[src/rtl/detmap_writer.sv]
module detmap_writer #(
  parameter int RANGE_W = 5,
  parameter int DOPP_W  = 4,
  parameter int CNT_W   = 8
) (
  input  logic                      clk,
  input  logic                      rst_n,
  input  logic                      frame_done,
  input  logic                      det_valid,
  input  logic                      det_hit,
  input  logic [RANGE_W-1:0]        det_range,
  input  logic [DOPP_W-1:0]         det_dopp,
  input  logic [RANGE_W+DOPP_W-1:0] rd_addr,
  output logic                      rd_data,
  output logic                      clearing,
  output logic                      drop_pulse,
  output logic [CNT_W-1:0]          drop_count
);
  localparam int ADDR_W = RANGE_W + DOPP_W;
  localparam int DEPTH  = 1 << ADDR_W;

  typedef enum logic [1:0] {S_IDLE, S_RD, S_WB} upd_t;

  upd_t              st;
  logic              filling;
  logic [ADDR_W-1:0] clr_ptr;
  logic [ADDR_W-1:0] upd_addr;
  logic              upd_hit;
  logic              mem [DEPTH];
  logic              mem_q;

  wire take   = det_valid && filling && !clearing && !frame_done;
  wire accept = take && (st == S_IDLE);
  wire reject = take && (st != S_IDLE);

  // single memory port: sweep, then update, then readout
  wire [ADDR_W-1:0] port_addr = clearing ? clr_ptr : (st == S_IDLE ? rd_addr : upd_addr);
  wire              port_we   = clearing || (st == S_WB);
  wire              port_wd   = !clearing && (mem_q | upd_hit);

  always_ff @(posedge clk) begin
    if (port_we) mem[port_addr] <= port_wd;
    mem_q <= mem[port_addr];
  end

  assign rd_data = mem_q;

  always_ff @(posedge clk or negedge rst_n) begin
    if (!rst_n) begin
      st         <= S_IDLE;
      filling    <= 1'b0;
      clearing   <= 1'b0;
      clr_ptr    <= '0;
      upd_addr   <= '0;
      upd_hit    <= 1'b0;
      drop_pulse <= 1'b0;
      drop_count <= '0;
    end else begin
      drop_pulse <= reject;
      if (reject && drop_count != '1) drop_count <= drop_count + 1'b1;
      if (frame_done) begin
        // a frame boundary abandons any update in flight
        filling  <= 1'b1;
        clearing <= 1'b1;
        clr_ptr  <= '0;
        st       <= S_IDLE;
      end else begin
        if (clearing) begin
          clr_ptr <= clr_ptr + 1'b1;
          if (clr_ptr == '1) clearing <= 1'b0;
        end
        case (st)
          S_IDLE: if (accept) begin
            upd_addr <= {det_range, det_dopp};
            upd_hit  <= det_hit;
            st       <= S_RD;
          end
          S_RD:    st <= S_WB;
          S_WB:    st <= S_IDLE;
          default: st <= S_IDLE;
        endcase
      end
    end
  end

  p_rd_to_wb_r4: assert property (@(posedge clk) disable iff (!rst_n)
    (st == S_RD && !frame_done) |=> (st == S_WB));
  p_wb_to_idle_r4: assert property (@(posedge clk) disable iff (!rst_n)
    (st == S_WB) |=> (st == S_IDLE));
  p_drop_cause_r5: assert property (@(posedge clk) disable iff (!rst_n)
    drop_pulse |-> ($past(det_valid) && $past(st) != S_IDLE && !$past(clearing)));
  p_count_moves_r6: assert property (@(posedge clk) disable iff (!rst_n)
    (drop_count != $past(drop_count)) |-> (drop_pulse && drop_count == $past(drop_count) + 1'b1));
  p_count_sat_r6: assert property (@(posedge clk) disable iff (!rst_n)
    (drop_count == '1) |=> (drop_count == '1));
  p_sweep_start_r7: assert property (@(posedge clk) disable iff (!rst_n)
    frame_done |=> (clearing && clr_ptr == '0));
  p_no_update_in_sweep_r8: assert property (@(posedge clk) disable iff (!rst_n)
    clearing |=> (st == S_IDLE));
  p_no_drop_closed_r1: assert property (@(posedge clk) disable iff (!rst_n)
    !filling |=> !drop_pulse);
endmodule

[config.mk]
export PLATFORM = sky130hd
export DESIGN_NAME = detmap_writer
export DESIGN_NICKNAME = d
export VERILOG_FILES = /design/src/rtl/detmap_writer.sv
export SDC_FILE = /design/constraint.sdc
export NUM_CORES = 1
export LEC_CHECK = 0
export BUFFER_PORTS_ARGS = -buffer_cell sky130_fd_sc_hd__buf_2
export CAP_MARGIN = 40
export CORE_UTILIZATION = 40
export DETAILED_ROUTE_END_ITERATION = 8
export PLACE_DENSITY = 0.58
export SYNTH_ARGS = -nofsm -noshare
export SYNTH_HDL_FRONTEND = slang
export SYNTH_SLANG_ARGS = --single-unit
[constraint.sdc]
create_clock -name clk -period 23.7 [get_ports clk]
set_input_delay 1.185 -clock clk [delete_from_list [all_inputs] [get_ports clk]]
set_output_delay 1.185 -clock clk [all_outputs]
set_load 0.01 [all_outputs]
==> flow_summary.toml, run 1 <==
[outcome]
outcome = "finished, final reports clean"

[synthesis]
yosys_warnings = 0
yosys.cell_types.count = 43
synth_area_per_cell_um2 = 12.7
yosysMostFrequentCell = "nor2_1"
synth_top_area_share = 0.650
synth.yosys.seq_area_share = 0.685
ys_top_cells_by_count = "543 x nor2_1, 512 x edfxtp_1, 263 x mux2i_1"
synth-async-reset-ratio = 0.0587
syn-num-nets = 1883
synth_top_area_cell = "edfxtp_1"
synthCells = 1857
synthFlopType = "edfxtp_1"
synth_edf_count = 512
syn-cell-area_um2 = 23600
synth_area_leaders = "edfxtp_1 65%, mux2i_1 11%, nor2_1 8.6%"
ys_ff_latch = 545

[place]
portBuffers = 33
place.gp.congestion = 0.763
post-dp-hpwl_mm = 32.0

[global_routing]
overflow = 0
antenna_found_initial = 1
grt_pass1_wl_mm = 91.5
grt_max_degree = 313
track_usage = 0.206
grt_pass1_vias = 14600

[run]
maxCapViolCount = 0

[floorplanning]
ios = 34
rows = 88
initial_core_util = 0.407
core_um2 = 58000
die_w_um = 245
die_h_um = 245
die_area_um2 = 60100

[worst_setup_path]
cp-end-kind = "flop"
crit_path_frequent_cell = "buf_4"
worstPathCellList = "buf_4 > or4_1 > o311ai_4 > buf_4 > buf_16 > buf_4 > mux2i_1 > o22ai_1 > nor4_1 > o22ai_1 > o21ai_1 > nand2_1 > or3_1"
crit_fanout = 43
slowest_delay_ns = 0.80
cp-start-kind = "flop"
cpMaxStageDelayCell = "nor4_1"
critPathKind = "reg -> reg"
cp_num_buf_inv = 4
path_delay_family = "simple AND/OR/NAND/NOR gates"
critPathRequiredTime_ns = 24.19
worstPathArrival_ns = 5.23

[layout]
nNetsFinal = 1880
layout-drive-gt1-share = 0.0961
fin_util = 0.453
diodes = 0
area_growth_pct = 11.1

[sta]
tns_ns = 0
finalCriticalPeriod_ns = 4.74
tightest_slew_ns = 1.14
fmax_ghz = 0.211
hold_ws_ns = 0.467
finalMaxSlewViolations = 0
hold_viol = 0
finalSetupViolCount = 0
fin_crit_sh = 0.200
finClkSkew_ns = 0.0167
slew-limit-headroom = 0.242
rsz0062_at_grt = "false"

[clock_tree]
clkTransAtPathRegs_ns = 0.06
clockBufferDepth = 3
cts_tree = "built"
cts_resized = 0
postCtsHoldBufs = 0
cts.sinks = 545
cts_made_buffers = 57
cts_setup_buffers = 0
cts_max_level = 2
clk_latency_ns = 0.62
cts_root_buf = "clkbuf_16"

[worst_hold_path]
worstHoldPathType = "reg -> reg"

[detailed_routing]
drt-pass1-iter-count = 5
post_drt_wl_per_cell_um = 23.2
vias_per_cell = 5.60
drtIter0Drc = 1481
ant_nets = 0
totalWireLength_mm = 61.7
vias = 14900
drc = 0

[pwr]
ir_drop_mv = 0.0565
p_per_area_nw_per_um2 = 73.6
p_leak_uw = 0.0102
## cell usage in the layout, fill, tap and decap left out, types with 32 or more instances in the layout
cell type  count
edfxtp_1     512
buf_4         39
o22ai_1      144
nand2_1       82
dfrtp_1       32
mux2i_1      263
nor2_1       542
buf_2         34
clkbuf_16     57
nor4_1        32
## registers in the layout (all words and copies together), names as in the netlist
name        flops
drop_count      8
filling         1
drop_pulse      1
rd_data         1
upd_addr        9
clr_ptr         9
st              2
upd_hit         1
mem           512
clearing        1
## report_power, final
part	total, uW	switching [uW]	internal (uW)
combinational	75.4	53.5	21.9
clock	819	359	460
sequential	1040	1.25	1040
total	1930	414	1520
## through the flow
stage / power [uW] / setup WS [ns] / std cells / area (um^2)
4_1_cts: 1950 / 19.06 / 2658 / 26300
3_5_place_dp: 1130 / 18.52 / 2560 / 24600
2_1_floorplan: 1110 / 8.27 / 1857 / 23600
3_3_place_gp: 1130 / 18.10 / 2549 / 24500
6_report: 1930 / 18.96 / 2658 / 26300
5_1_grt: 1990 / 18.84 / 2658 / 26300
## layer usage
metal	global-route usage	routed length [um]	vias to the layer above
met5	0	0	-
met4	0.0667	1590	0
met3	0.0255	3700	87
met2	0.337	29500	452
met1	0.286	26800	7610
li1	-	-	6728
## cell type report
cell class              instances  area (um^2)
clock buffers                  73         1490
clock inverters                25          173
fillers                      5261        31800
inverters                       5         18.8
multi-input cells            1166         6850
flip-flops and latches        545        16200
well taps                     765          957
repair buffers                 79          588
## cells by family after synthesis
logic type,Yosys count,share of synthesized area
AND/OR/NAND/NOR,710,0.121
multiplexers,264,0.112
buffers and inverters,146,0.0283
adder cells (fa/ha/maj),3,0.00159
AO/OA/AOI/OAI,178,0.0480
flip-flops,545,0.685
XOR/XNOR,11,0.00408
## worst reg2reg max path, stage by stage, from the launching register on
cell and delay, ns:
dfrtp_1 0.36, buf_4 0.25, or4_1 0.58, o311ai_4 0.10, buf_4 0.32, buf_16 0.30
buf_4 0.76, mux2i_1 0.29, o22ai_1 0.11, nor4_1 0.80, o22ai_1 0.19, o21ai_1 0.16
nand2_1 0.07, or3_1 0.34
## worst paths after layout
| kind | slack (ns) | depth (start not counted) | to | start |
|---|---|---|---|---|
| setup / recovery | 18.96 | 13 | rd_data$_DFF_P_ | clearing$_DFF_PN0_ |
| hold / removal | 0.47 | 1 | filling$_DFFE_PN0P_ | filling$_DFFE_PN0P_ |
| setup reg to reg | 18.96 | 13 | rd_data$_DFF_P_ | clearing$_DFF_PN0_ |
| hold reg to reg | 0.47 | 1 | filling$_DFFE_PN0P_ | filling$_DFFE_PN0P_ |
| max in group asynchronous | 22.59 | 1 | upd_hit$_DFFE_PN0P_ | rst_n |
| min in group asynchronous | 0.63 | 1 | clr_ptr[1]$_DFFE_PN0P_ | rst_n |
Power figures use the tool's default switching activity.
==> run 2: changes to the inputs <==
ABC_AREA = 1   (was not set)
PLACE_DENSITY = 0.6   (was 0.58)
clock period = 4.2 ns   (was 23.7 ns; I/O delays follow)
==> run 2 against run 1 <==
  * Clock power grew to 6.5 times the previous value
  * Non-clock buffer count is 33 higher
  * First-iteration DRC count up 48%
  * Critical endpoint unchanged
  * Largest power group unchanged
==> flow_summary.toml, run 2 <==
[worst_setup_path]
rrSetupSlack_ns = 0.58
regToRegStartpoint = "clearing$_DFF_PN0_"
worstPathCellList = "inv_2 > nand3_2 > nand2_8 > buf_4 > nand2_1 > nand2_1 > nand2_1 > nand2_1 > nand2_1 > nand2_1 > nor2_1 > nor2_1 > nor2_1 > nand2_1 > nand2_1 > nand2_1 > nor2_1 > nand2_1"
critPathKind = "reg -> reg"
critPathRequiredTime_ns = 4.76
slowest_delay_ns = 0.59
path_delay_family = "simple AND/OR/NAND/NOR gates"
r2r_cells = 18
reg2reg_to = "rd_data$_DFF_P_"
cp-end-kind = "flop"
crit_fanout = 69
worstPathArrival_ns = 4.18
crit_path_frequent_cell = "nand2_1"
cpMaxStageDelayCell = "dfrtp_1"
cp_num_buf_inv = 2
cp-start-kind = "flop"

[synthesis]
synth_top_area_share = 0.599
synth.yosys.seq_area_share = 0.631
synth_top_area_cell = "edfxtp_1"
yosysMostFrequentCell = "nand2_1"
ys_top_cells_by_count = "1400 x nand2_1, 616 x nor2_1, 512 x edfxtp_1"
yosys.cell_types.count = 34
ys_ff_latch = 545
synth_area_per_cell_um2 = 8.81
synth_edf_count = 512
yosys_warnings = 0
synth_area_leaders = "edfxtp_1 60%, nand2_1 20%, nor2_1 9.0%"
syn-cell-area_um2 = 25700
synthFlopType = "edfxtp_1"
syn-num-nets = 2940
synth-async-reset-ratio = 0.0587
synthCells = 2914

[layout]
reg_top3 = "mem (512), clr_ptr (9), upd_addr (9)"
largest_reg_flops = 512
diodes = 0
num-fill-cells = 6092
final_cell_mix = "1383 x nand2_1, 615 x nor2_1, 512 x edfxtp_1"
fin_util = 0.456
nNetsFinal = 2929
area_growth_pct = 12.2
layout_commonest_cell = "nand2_1"
layout-drive-gt1-share = 0.0762
top_register = "mem"

[pwr]
p_leak_uw = 0.0121
ir_drop_mv = 0.336
p_per_area_nw_per_um2 = 409

[sta]
fin_crit_sh = 0.862
finClkSkew_ns = 0.0139
finalCriticalPeriod_ns = 3.62
hold_ws_ns = 0.183
tns_ns = 0
tightest_slew_ns = 1.13
slew-limit-headroom = 0.247
fmax_ghz = 0.276
finalMaxSlewViolations = 0
hold_viol = 0
rsz0062_at_grt = "false"
finalSetupViolCount = 0
fin_ws_ns = 0.579

[floorplanning]
initial_core_util = 0.406
die_h_um = 255
rows = 92
ios = 34
core_um2 = 63200
die_area_um2 = 65200
die_w_um = 255

[outcome]
outcome = "finished, final reports clean"

[detailed_routing]
wl_met3_mm = 5.13
wl_met1_mm = 29.2
totalWireLength_mm = 70.2
post_drt_wl_per_cell_um = 18.5
drtIter0Drc = 2189
drc = 0
vias_per_cell = 5.11
drt-pass1-iter-count = 6
vias = 19400
routed.top_layer = "met4"
ant_nets = 0
wl_met2_mm = 33.3

[clock_tree]
cts_tree = "built"
cts_made_buffers = 58
cts_setup_buffers = 0
clk_latency_ns = 0.62
clockBufferDepth = 3
cts_max_level = 2
clkTransAtPathRegs_ns = 0.06
cts.sinks = 545
cts_resized = 0
cts_root_buf = "clkbuf_16"

[global_routing]
grt_pass1_wl_mm = 109
track_usage = 0.214
antenna_found_initial = 0
grt_max_degree = 261
overflow = 0
grt_pass1_vias = 18800

[run]
maxCapViolCount = 0

[place]
place.gp.congestion = 0.821
portBuffers = 33
dp_worst_setup_slack_ns = 0.606
post-dp-hpwl_mm = 38.6

[worst_hold_path]
worstHoldPathType = "in -> async"
==> run 2: cells by family (layout without fill, tap and decap cells) <==
logic type	Yosys count	count (layout)	share of synthesized area
AOI/OAI and AO/OA	26	26	0.00561
DFF	545	545	0.631
muxes	1	1	0.000439
and+or+nand+nor	2117	2117	0.318
xor gates and xnor gates	7	7	0.00239
buffers and inverters	215	254	0.0411
adders and majority gates	3	3	0.00146
==> run 2: final cells by class <==
class / instances / area [um^2] / area share
Clock inverter: 33 / 327 / 0.0113
Timing Repair Buffer: 112 / 953 / 0.0331
Inverter: 32 / 123 / 0.00426
Tap cell: 846 / 1060 / 0.0368
Clock buffer: 77 / 1640 / 0.0569
Sequential cell: 545 / 16200 / 0.562
Multi-Input combinational cell: 2154 / 8500 / 0.295
==> run 2: metal layers <==
metal,GRT usage,vias up
li1,-,9225
met1,0.284,9366
met2,0.355,699
met3,0.0311,139
met4,0.0800,0
met5,0,-
==> run 2: timing repair <==
item	CTS	global route
hold endpoints to repair	49	0
hold buffers	13	0
setup endpoints to repair	0	0
==> run 2: worst reg2reg max path, delay by kind of cell (launching register included) <==
family / cells / cell delay (ns)
flip-flops: 1 / 0.59
AND/OR/NAND/NOR: 16 / 2.19
buffers and inverters: 2 / 0.79
==> run 2: through the flow <==
| step | cells | power (uW) | area (um^2) |
|---|---|---|---|
| 4_1_cts | 3799 | 11900 | 28800 |
| 3_3_place_gp | 3676 | 6590 | 26700 |
| 6_report | 3799 | 11800 | 28800 |
| 2_1_floorplan | 2914 | 6370 | 25700 |
| 3_5_place_dp | 3676 | 6600 | 26700 |
| 5_1_grt | 3799 | 12100 | 28800 |
==> run 2: power breakdown <==
group	internal [uW]	total (uW)	switching, uW
Clock	3150	5290	2130
Sequential	5860	5870	6.68
Combinational	140	627	487
Total	9150	11800	2630
==> run 2: worst max-delay path by stage <==
stage                                   from          endpoint  slack [ns]  cells after the start
after floorplan           clearing$_DFF_PN0_  mem[0]$_DFFE_PP_       -1.53                      3
after global placement    clearing$_DFF_PN0_   rd_data$_DFF_P_        0.60                     18
after detailed placement  clearing$_DFF_PN0_   rd_data$_DFF_P_        0.61                     18
after CTS                 clearing$_DFF_PN0_   rd_data$_DFF_P_        0.58                     18
after global routing      clearing$_DFF_PN0_   rd_data$_DFF_P_        0.34                     18
final                     clearing$_DFF_PN0_   rd_data$_DFF_P_        0.58                     18
==> run 3: changes to the inputs <==
CORE_UTILIZATION = 45   (was 40)
CTS_CLUSTER_SIZE = 20   (was not set)
PLACE_DENSITY = 0.65   (was 0.6)
RECOVER_POWER = 50   (was not set)
==> run 3 against run 2 <==
  * The flow now finishes with violations (capacitance limit, slew limit)
  * Register-to-register slack worse by 0.17 ns
  * Fmax decreased by 4.4%
  * Sequential share of layout area grew 0.73 points
  * Cell area down 1.3%
  * Power is 2.1% lower
  * Largest cell class unchanged
  * Worst setup slack worse by 0.17 ns
  * Wire length down 2.7%
  * First-iteration DRC count down 2.4%
  * Core utilization is 4.8 points higher
  * Die area is 11% lower
  * Count of clock-buffer cells in the layout fell by 10
  * Clock power decreased by 4.7%
==> flow_summary.toml, run 3 (synthesis results as in run 2) <==
[clock_tree]
cts_root_buf = "clkbuf_16"
cts_setup_buffers = 0
cts_tree = "built"
cts_made_buffers = 55
clockBufferDepth = 3
cts.sinks = 545
clkTransAtPathRegs_ns = 0.06
cts_max_level = 2
cts_resized = 0
clk_latency_ns = 0.62

[sta]
tightest_slew_ns = 2.87
hold_ws_ns = 0.332
hold_viol = 0
finalCriticalPeriod_ns = 3.79
slew-limit-headroom = -0.916
tns_ns = 0
rsz0062_at_grt = "false"
fin_crit_sh = 0.902
finalSetupViolCount = 0
fin_ws_ns = 0.410
finClkSkew_ns = 0.0236
finalMaxSlewViolations = 584
fmax_ghz = 0.264

[pwr]
ir_drop_mv = 0.309
p_leak_uw = 0.0119
p_per_area_nw_per_um2 = 406

[floorplanning]
die_area_um2 = 58000
die_w_um = 241
rows = 87
ios = 34
core_um2 = 56400
initial_core_util = 0.455
die_h_um = 241

[layout]
layout_commonest_cell = "nand2_1"
final-instance-count-excl-fill = 3691
layout-drive-gt1-share = 0.0685
largest_reg_flops = 512
top_register = "mem"
nNetsFinal = 2917
diodes = 0
area_growth_pct = 10.7
final_area_um2 = 28400
reg_top3 = "mem (512), clr_ptr (9), upd_addr (9)"
final_cell_mix = "1383 x nand2_1, 616 x nor2_1, 512 x edfxtp_1"

[detailed_routing]
vias = 19400
drtIter0Drc = 2137
wl_met3_mm = 4.99
wl_met1_mm = 28.4
post_drt_wl_per_cell_um = 18.5
routed.top_layer = "met4"
ant_nets = 0
drt-pass1-iter-count = 6
wl_met2_mm = 32.8
totalWireLength_mm = 68.2
vias_per_cell = 5.26
drc = 0

[global_routing]
overflow = 0
grt_pass1_vias = 19000
track_usage = 0.241
antenna_found_initial = 0
grt_max_degree = 187
grt_pass1_wl_mm = 107

[run]
maxCapViolCount = 5

[worst_setup_path]
worstPathArrival_ns = 4.09
crit_fanout = 16
cp-start-kind = "flop"
cpMaxStageDelayCell = "nor2_1"
slowest_delay_ns = 0.77
critPathKind = "reg -> reg"
cp-end-kind = "flop"
worstPathCellList = "buf_4 > inv_1 > o21ai_0 > inv_1 > nor2_1 > nand2_1 > nor2_1"
critPathRequiredTime_ns = 4.50
r2r_cells = 7

[place]
dp_worst_setup_slack_ns = 0.698
place_area_um2 = 26500
place.gp.congestion = 0.855
place_inst = 3577
post-dp-hpwl_mm = 37.8
portBuffers = 33

[outcome]
outcome = "finished with violations"
violations = "capacitance limit, slew limit"

[worst_hold_path]
min_path_cells = 4
worstHoldPathType = "in -> reg"
## run 3: through the flow
| stage | power [uW] | utilization |
|---|---|---|
| floorplan | 6370 | - |
| global placement | 6580 | 0.470 |
| detailed placement | 6600 | 0.471 |
| CTS | 11600 | 0.505 |
| global route | 11800 | 0.504 |
| finish | 11500 | 0.504 |
## run 3: final cells by class
cell class                      instances  area, um^2
Multi-Input combinational cell       2154        8490
Inverter                               32         123
Clock buffer                           67        1430
Timing Repair Buffer                  103         848
Tap cell                              756         946
Sequential cell                       545       16200
Fill cell                            5315       28000
Clock inverter                         34         390
## run 3: report_power, final
group	internal [uW]	switching, uW	total [uW]	leakage, uW
clock network	2920	2120	5040	0.000874
registers	5860	7.91	5870	0.00579
logic	155	476	631	0.00524
total	8930	2600	11500	0.0119
## run 3: final timing paths
check	slack (ns)	endpoint	start
worst max-delay path	0.41	mem[69]$_DFFE_PP_	clearing$_DFF_PN0_
worst min-delay path	0.33	upd_addr[2]$_DFFE_PN0P_	det_dopp[2]
worst max register to register	0.41	mem[69]$_DFFE_PP_	clearing$_DFF_PN0_
worst min register to register	0.46	filling$_DFFE_PN0P_	filling$_DFFE_PN0P_
max in group asynchronous	2.61	upd_addr[3]$_DFFE_PN0P_	rst_n
min in group asynchronous	0.59	drop_count[2]$_DFFE_PN0P_	rst_n
## run 3: what timing repair did
item	CTS	global route
endpoints found under the hold margin	47	0
hold buffers	13	0
setup endpoints to repair	0	0
## run 3: routing by layer
layer | GRT usage | vias to the layer above
met3 | 0.0388 | 135
met4 | 0.0811 | 0
li1 | - | 9202
met1 | 0.318 | 9361
met2 | 0.405 | 718
met5 | 0 | -
## run 3: worst max-delay path, delay by kind of cell (launching register included)
kind,cells,cell delay [ns]
buf+inv,3,0.65
simple gates,3,1.77
flops,1,0.37
compound gates,1,0.68
